[config.mk]
export PLATFORM = sky130hd
export DESIGN_NAME = dac_load_strobe_gen
export DESIGN_NICKNAME = d
export VERILOG_FILES = /design/src/rtl/dls_pkg.sv /design/src/rtl/dls_offset_reg.sv /design/src/rtl/dls_pos_calc.sv /design/src/rtl/dls_strobe.sv /design/src/rtl/dac_load_strobe_gen.sv
export SDC_FILE = /design/constraint.sdc
export NUM_CORES = 1
export LEC_CHECK = 0
export BUFFER_PORTS_ARGS = -buffer_cell sky130_fd_sc_hd__buf_2
export CORE_UTILIZATION = 50
export CTS_CLUSTER_DIAMETER = 120
export DETAILED_ROUTE_END_ITERATION = 12
export GPL_TIMING_DRIVEN = 0
export PLACE_DENSITY_LB_ADDON = 0.25
export SLEW_MARGIN = 20
export SYNTH_ARGS = -nofsm -noshare
export SYNTH_HDL_FRONTEND = slang
export SYNTH_SLANG_ARGS = --single-unit
[constraint.sdc]
create_clock -name clk -period 13.05 [get_ports clk]
set_clock_uncertainty 0.1 [all_clocks]
set_input_delay 2.61 -clock clk [delete_from_list [all_inputs] [get_ports clk]]
set_output_delay 2.61 -clock clk [all_outputs]
set_load 0.005 [all_outputs]
[src/rtl/dls_pkg.sv]
package dls_pkg;
  typedef enum logic [1:0] {
    RATIO_X2048 = 2'd0,
    RATIO_X1024 = 2'd1,
    RATIO_X512  = 2'd2,
    RATIO_X256  = 2'd3
  } ratio_sel_t;

  localparam int NUM_RATIOS = 4;
endpackage

[src/rtl/dls_offset_reg.sv]
module dls_offset_reg #(
  parameter int OFS_W = 5
) (
  input  logic             clk,
  input  logic             rst_n,
  input  logic             pwr_en,
  input  logic             wr_en,
  input  logic [OFS_W-1:0] wr_data,
  output logic [OFS_W-1:0] ofs_q
);
  // The stored advance only changes while the converter is unpowered.
  logic accept;
  assign accept = wr_en & ~pwr_en;

  always_ff @(posedge clk) begin
    if (!rst_n)      ofs_q <= '0;
    else if (accept) ofs_q <= wr_data;
  end
endmodule

[src/rtl/dls_pos_calc.sv]
module dls_pos_calc
  import dls_pkg::*;
#(
  parameter int POS_W = 11,
  parameter int OFS_W = 5,
  parameter int BIT_W = 4
) (
  input  ratio_sel_t       ratio_sel,
  input  logic [BIT_W-1:0] bit_ticks,
  input  logic [OFS_W-1:0] ofs,
  output logic [POS_W-1:0] load_pos
);
  // Ratio and step for each selector code, built once per option.
  logic [POS_W-1:0] mask_opt [NUM_RATIOS];
  logic [POS_W-1:0] step_opt [NUM_RATIOS];

  for (genvar g = 0; g < NUM_RATIOS; g++) begin : g_opt
    localparam int RATIO_LOG = POS_W - g;
    localparam int STEP_LOG  = RATIO_LOG - OFS_W;
    assign mask_opt[g] = POS_W'((1 << RATIO_LOG) - 1);
    assign step_opt[g] = POS_W'(1 << STEP_LOG);
  end

  logic [POS_W-1:0] mask;
  logic [POS_W-1:0] step;
  logic [POS_W-1:0] adv_ticks;
  logic [POS_W-1:0] raw;

  always_comb begin
    mask      = mask_opt[ratio_sel];
    step      = step_opt[ratio_sel];
    adv_ticks = POS_W'(ofs) * step;
    // Ratio is a power of two: masking the two's-complement difference is the modulo.
    raw       = POS_W'(0) - POS_W'(bit_ticks) - adv_ticks;
    load_pos  = raw & mask;
  end
endmodule

[src/rtl/dls_strobe.sv]
module dls_strobe #(
  parameter int POS_W = 11
) (
  input  logic             clk,
  input  logic             rst_n,
  input  logic             tick,
  input  logic             pwr_en,
  input  logic [POS_W-1:0] tick_pos,
  input  logic [POS_W-1:0] load_pos,
  output logic             stb_q
);
  logic hit;
  assign hit = tick & pwr_en & (tick_pos == load_pos);

  always_ff @(posedge clk) begin
    if (!rst_n) stb_q <= 1'b0;
    else        stb_q <= hit;
  end
endmodule

[src/rtl/dac_load_strobe_gen.sv]
module dac_load_strobe_gen
  import dls_pkg::*;
#(
  parameter int POS_W = 11,
  parameter int OFS_W = 5,
  parameter int BIT_W = 4
) (
  input  logic             clk,
  input  logic             rst_n,
  input  logic             tick,
  input  logic [POS_W-1:0] tick_pos,
  input  logic [1:0]       ratio_sel,
  input  logic [BIT_W-1:0] bit_ticks,
  input  logic             dac_pwr_en,
  input  logic             adv_wr_en,
  input  logic [OFS_W-1:0] adv_wr_data,
  output logic             load_stb
);
  logic [OFS_W-1:0] ofs_q;
  logic [POS_W-1:0] load_pos;

  dls_offset_reg #(.OFS_W(OFS_W)) u_ofs (
    .clk     (clk),
    .rst_n   (rst_n),
    .pwr_en  (dac_pwr_en),
    .wr_en   (adv_wr_en),
    .wr_data (adv_wr_data),
    .ofs_q   (ofs_q)
  );

  dls_pos_calc #(.POS_W(POS_W), .OFS_W(OFS_W), .BIT_W(BIT_W)) u_pos (
    .ratio_sel (ratio_sel_t'(ratio_sel)),
    .bit_ticks (bit_ticks),
    .ofs       (ofs_q),
    .load_pos  (load_pos)
  );

  dls_strobe #(.POS_W(POS_W)) u_stb (
    .clk      (clk),
    .rst_n    (rst_n),
    .tick     (tick),
    .pwr_en   (dac_pwr_en),
    .tick_pos (tick_pos),
    .load_pos (load_pos),
    .stb_q    (load_stb)
  );
endmodule

### Word-level counts from Yosys, hierarchy flattened

Cells that the tools add are included.

| operators by class | value |
|---|---|
| add/sub/neg operators | 2 |
| multipliers | 1 |
| $lt $le $gt $ge | 1 |
| equality and inequality tests | 1 |
| mux-type cells | 6 |
| bitwise operators | 6 |

Operators with widths:

| operator | count |
|---|---|
| binary-select mux 11 bit (select 2 bit) | 2 |
| two-way mux 11 bit | 4 |
| bitwise AND 11 bit | 1 |
| == test 11 bit | 1 |
| multiplier 5 x 11 -> 11 bit | 1 |
| subtractor 11 bit | 1 |
| subtractor 1 x 4 -> 5 bit (first input constant) | 1 |
| bitwise AND 1 bit | 3 |
| >= comparator 3 bit (second input constant) | 1 |
| NOT 2 -> 3 bit | 1 |
| NOT 1 bit | 1 |

| word-level totals | value |
|---|---|
| register bits after elaboration | 6 |
| input port bits | 27 |
| output and inout bits | 1 |
| word-level logic and storage cells | 19 |

### Depth between registers and ports, before layout

| logic depth | value |
|---|---|
| depth after elaboration | 9 |
| gate-level depth with buffers | 15 |
| mapped depth without buffers | 15 |

### By module

A second synthesis with hierarchy kept.

| second synthesis, totals | value |
|---|---|
| cells, all modules | 139 |
| area total of the unflattened synthesis | 1176.1 sq um |

Modules (own cells, without submodules):

| module | times used | cells an instance | area an instance (sq um) | seq. area each (sq um) |
|---|---|---|---|---|
| dls_pos_calc | 1 | 99 | 807.0 | 0.0 |
| dls_offset_reg | 1 | 23 | 217.7 | 100.1 |
| dls_strobe | 1 | 17 | 151.4 | 20.0 |

### Worst setup path after synthesis

OpenSTA, ideal clock, no wires.

| timing | value |
|---|---|
| path type | input port to flip-flop |
| from | input ratio_sel[1] |
| to | register u_stb.stb_q |
| setup time | 0.092 ns |
| arrival | 6.004 ns |
| path slack | 6.854 ns |
| stages | 14 |
| buffers on the path | 1 |
| cell sequence | buf_2 > nor2b_1 > and2_1 > fa_1 > fa_1 > fa_1 > inv_1 > ha_1 > a21oi_1 > nand2_1 > a31oi_1 > xnor2_1 > o31a_1 > nor4_1 |

| between the ends | value |
|---|---|
| cells in the longest elaborated chain, start to end | 9 |
| elaborated cells on any way between the ends | 12 |
| those cells by class | 1 x add/sub; 1 x mul; 1 x eq/ne; 6 x mux; 3 x bitwise |

RTL lines:

| item | RTL line | RTL |
|---|---|---|
| start, declared | dac_load_strobe_gen.sv:12 | `input logic [1:0] ratio_sel,` |
| NOT 2 -> 3 bit (not written as such) * | dls_pos_calc.sv:30, dls_pos_calc.sv:31 |  |
| binary-select mux 11 bit (select 2 bit) | dls_pos_calc.sv:31 | `step = step_opt[ratio_sel];` |
| two-way mux 11 bit (not written as such) (2 in series) | dls_pos_calc.sv:31 |  |
| multiplier 5 x 11 -> 11 bit | dls_pos_calc.sv:32 | `adv_ticks = POS_W'(ofs) * step;` |
| subtractor 11 bit | dls_pos_calc.sv:34 | `raw = POS_W'(0) - POS_W'(bit_ticks) - adv_ticks;` |
| bitwise AND 11 bit * | dls_pos_calc.sv:35 | `load_pos = raw & mask;` |
| == test 11 bit * | dls_strobe.sv:13 | `assign hit = tick & pwr_en & (tick_pos == load_pos);` |
| bitwise AND 1 bit * | dls_strobe.sv:13 |  |
| end signal, assigned | dls_strobe.sv:17 | `else stb_q <= hit;` |
| end, declared | dls_strobe.sv:10 | `output logic stb_q` |

Mark *: on every way between the ends. The rest lies on a longest branch, timed or not. The select of a mux whose other input is x is not followed.
A chain may end at the register's enable or synchronous reset.

### Final worst setup path

Same ends and word-level chain as after synthesis.

==> results.json <==
{
  "seq_area_frac_synth_pct": 10.5,
  "setup_tns_ns": 0,
  "vias": 972,
  "synthArstFlopShare_pct": 0,
  "antenna_found_initial": 0,
  "final_cells": 190,
  "ir_drop_uv": 58.0,
  "start_util_pct": 55.3,
  "r2r-end": "u_stb.stb_q",
  "drv_cap": 0,
  "max_freq_ghz": 0.152,
  "worst_pin_slew_ns": 0.434,
  "period_share_pct": 50.5,
  "cp_cell_sequence": "buf_2 > buf_2 > nor2b_1 > and2_1 > fa_1 > fa_1 > fa_1 > inv_1 > ha_1 > a21oi_1 > nand2_1 > a31oi_1 > xnor2_1 > o31a_1 > nor4_1",
  "worstSetupPathDepth": 15,
  "worstPathArrival_ns": 6.59,
  "htreeDepth": 1,
  "rrSetupSlack_ns": 9.03,
  "syn_inst": 133,
  "startpoint": "ratio_sel[1]",
  "syn_to_final_growth_pct": 16.8,
  "syn-num-nets": 186,
  "synth_edf_count": 0,
  "worst-path-max-fanout": 10,
  "finalHoldViolCount": 0,
  "drtPass1Iterations": 4,
  "nNetsFinal": 218,
  "die_h_um": 49.8,
  "power.density_nw_per_um2": 49.5,
  "syn_area_um2": 1140,
  "via_per_inst": 5.12,
  "ys.flop_type": "dfxtp_1",
  "cts_tree": "built",
  "r2r_cells": 12,
  "clkTransAtPathRegs_ns": 0.04,
  "n_fill_cell": 191,
  "slew_headroom_pct": 70.8,
  "drt.antenna.violating_nets": 0,
  "antennaDiodeCount": 0,
  "cts_buffer_depth": 2,
  "slew_viol_final": 0,
  "globalplace.congestion": 0.745,
  "power_uw": 65.9,
  "critPathKind": "input port to flip-flop",
  "io_buffers": 27,
  "cts.sinks": 6,
  "post_dp_cell_area_um2": 1310,
  "critical_path.top_delay_family": "adder cells",
  "endpoint_kind": "flip-flop",
  "ioPinCount": 28,
  "rows": 16,
  "cts_buffers": 3,
  "cts_resized": 0,
  "crit_buf_inv": 3,
  "critPathMostFrequentCell": "fa_1",
  "place_hpwl_mm": 2.00,
  "rsz0062_at_grt": "false",
  "period_minus_slack_ns": 6.59,
  "place_inst": 187,
  "final_area_um2": 1330,
  "syn_avg_cell_area_um2": 8.58,
  "grt_pass1_vias": 999,
  "avgRoutedWirePerCell_um": 11.7,
  "die_w_um": 49.8,
  "grt_max_degree": 11,
  "fp.dieArea_um2": 2480,
  "outcome": "finished, final reports clean",
  "r2r_start": "u_ofs.ofs_q[4]",
  "gr-total-overflow": 0,
  "clock_latency_ns": 0.25,
  "slowest_delay_ns": 0.55,
  "totalWireLength_mm": 2.22,
  "core_um2": 2060,
  "cp_slowest_cell": "fa_1",
  "hold_class": "flip-flop to flip-flop",
  "leakage_uw": 0.000688,
  "postCtsSetupRepairBufs": 0,
  "start_kind": "input port",
  "cts_root_buffer": "clkbuf_4",
  "cts_hold_buf": 0,
  "cp_data_required_time_ns": 13.05,
  "ys_warn_count": 0,
  "synth-seq-cells": 6,
  "setup_viol": 0,
  "drc_errors": 0,
  "grt_pass1_wl_mm": 3.93,
  "synth_cell_types": 31,
  "grtUsageTotal_pct": 21.0,
  "final_util_pct": 64.6,
  "regArea_um2": 120,
  "crit_path_end": "u_stb.stb_q",
  "drt_iter0_markers": 8,
  "drive_above_1_share_pct": 21.5,
  "multi_input_area_um2": 933
}
registers in the layout (all words and copies together), names as in the netlist:
| signal | count |
|---|---|
| u_ofs.ofs_q | 5 |
| u_stb.stb_q | 1 |
worst min path at each step:
stage / start / to / cells after the start
2_1_floorplan: u_ofs.ofs_q[2] / u_ofs.ofs_q[2] / 2
3_3_place_gp: u_ofs.ofs_q[0] / u_ofs.ofs_q[0] / 2
3_5_place_dp: u_ofs.ofs_q[3] / u_ofs.ofs_q[3] / 2
4_1_cts: u_ofs.ofs_q[3] / u_ofs.ofs_q[3] / 2
5_1_grt: u_ofs.ofs_q[3] / u_ofs.ofs_q[3] / 2
6_report: u_ofs.ofs_q[3] / u_ofs.ofs_q[3] / 2
synthesized netlist by cell type (all sizes together) (2+ instances only):
| cell | n | area share (%) |
|---|---|---|
| dfxtp | 6 | 11 |
| nor3 | 4 | 1.8 |
| xnor2 | 14 | 11 |
| ha | 15 | 16 |
| mux2i | 5 | 4.4 |
| fa | 11 | 19 |
| nor2 | 3 | 0.99 |
| nor2b | 8 | 4.4 |
| a21oi | 2 | 0.88 |
| nand2 | 11 | 3.6 |
| and3 | 5 | 2.9 |
| inv | 21 | 6.9 |
| and2 | 7 | 3.9 |
| nor4 | 2 | 1.1 |
| nand3 | 2 | 0.88 |
| xor2 | 5 | 3.8 |
through the flow:
| stage | hold slack, ns | setup slack, ns |
|---|---|---|
| CTS | 0.467 | 6.46 |
| global placement | 0.451 | 6.31 |
| finish | 0.470 | 6.46 |
| floorplan | 0.421 | 6.85 |
| global route | 0.516 | 6.28 |
| detailed placement | 0.462 | 6.22 |
layout make-up:
type                       count  share of cell area (%)
multi-input combinational    104                    70.0
timing repair buffer          27                    10.1
sequential                     6                    9.01
inverter                      21                    5.92
buffer                         2                   0.657
tap                           27                    2.54
clock buffer                   3                    1.69
layout by cell type (no fill, tap or decap), types with 2 or more instances in the layout:
cell | Yosys | routed
and3_1 | 4 | 4
xor2_1 | 5 | 5
inv_1 | 21 | 21
nor4_1 | 2 | 2
nor2_1 | 3 | 3
nor3_1 | 4 | 4
xnor2_1 | 13 | 13
and2_1 | 6 | 6
clkbuf_4 | 0 | 3
ha_1 | 15 | 15
buf_2 | 1 | 28
nor2b_1 | 8 | 8
dfxtp_1 | 6 | 6
nand3_1 | 2 | 2
mux2i_1 | 5 | 5
nand2_1 | 11 | 11
a21oi_1 | 2 | 2
fa_1 | 11 | 11
worst min-delay path, delay by kind of cell (launching register included):
kind             cells  cell delay (ns)
multiplexers         1             0.13
flip-flops           1             0.33
AND/OR/NAND/NOR      1             0.06
power breakdown:
part	internal (uW)	switching (uW)	leakage (uW)
registers	19.2	0.953	0.0000490
logic	14.5	14.5	0.000625
clock network	10.4	6.39	0.0000138
layer usage:
layer / global-route usage, % / share of wire, % / vias up
li1: - / - / 490
met2: 40.5 / 53 / 27
met5: 0 / 0 / -
met4: 6.67 / 1.2 / 0
met3: 2.16 / 3.2 / 3
met1: 23.6 / 42 / 452
cells by family (layout without fill, tap and decap cells):
logic type      after synthesis  count (layout)  share of synthesized area [%]
compound gates                9               9                           5.26
flops                         6               6                           10.5
mux                           5               5                           4.39
xor+xnor                     19              19                           15.2
buf+inv                      23              53                           7.68
simple gates                 45              45                           21.2
fa+ha+maj                    26              26                           35.7
No activity file was read; power rests on OpenSTA's default activity.
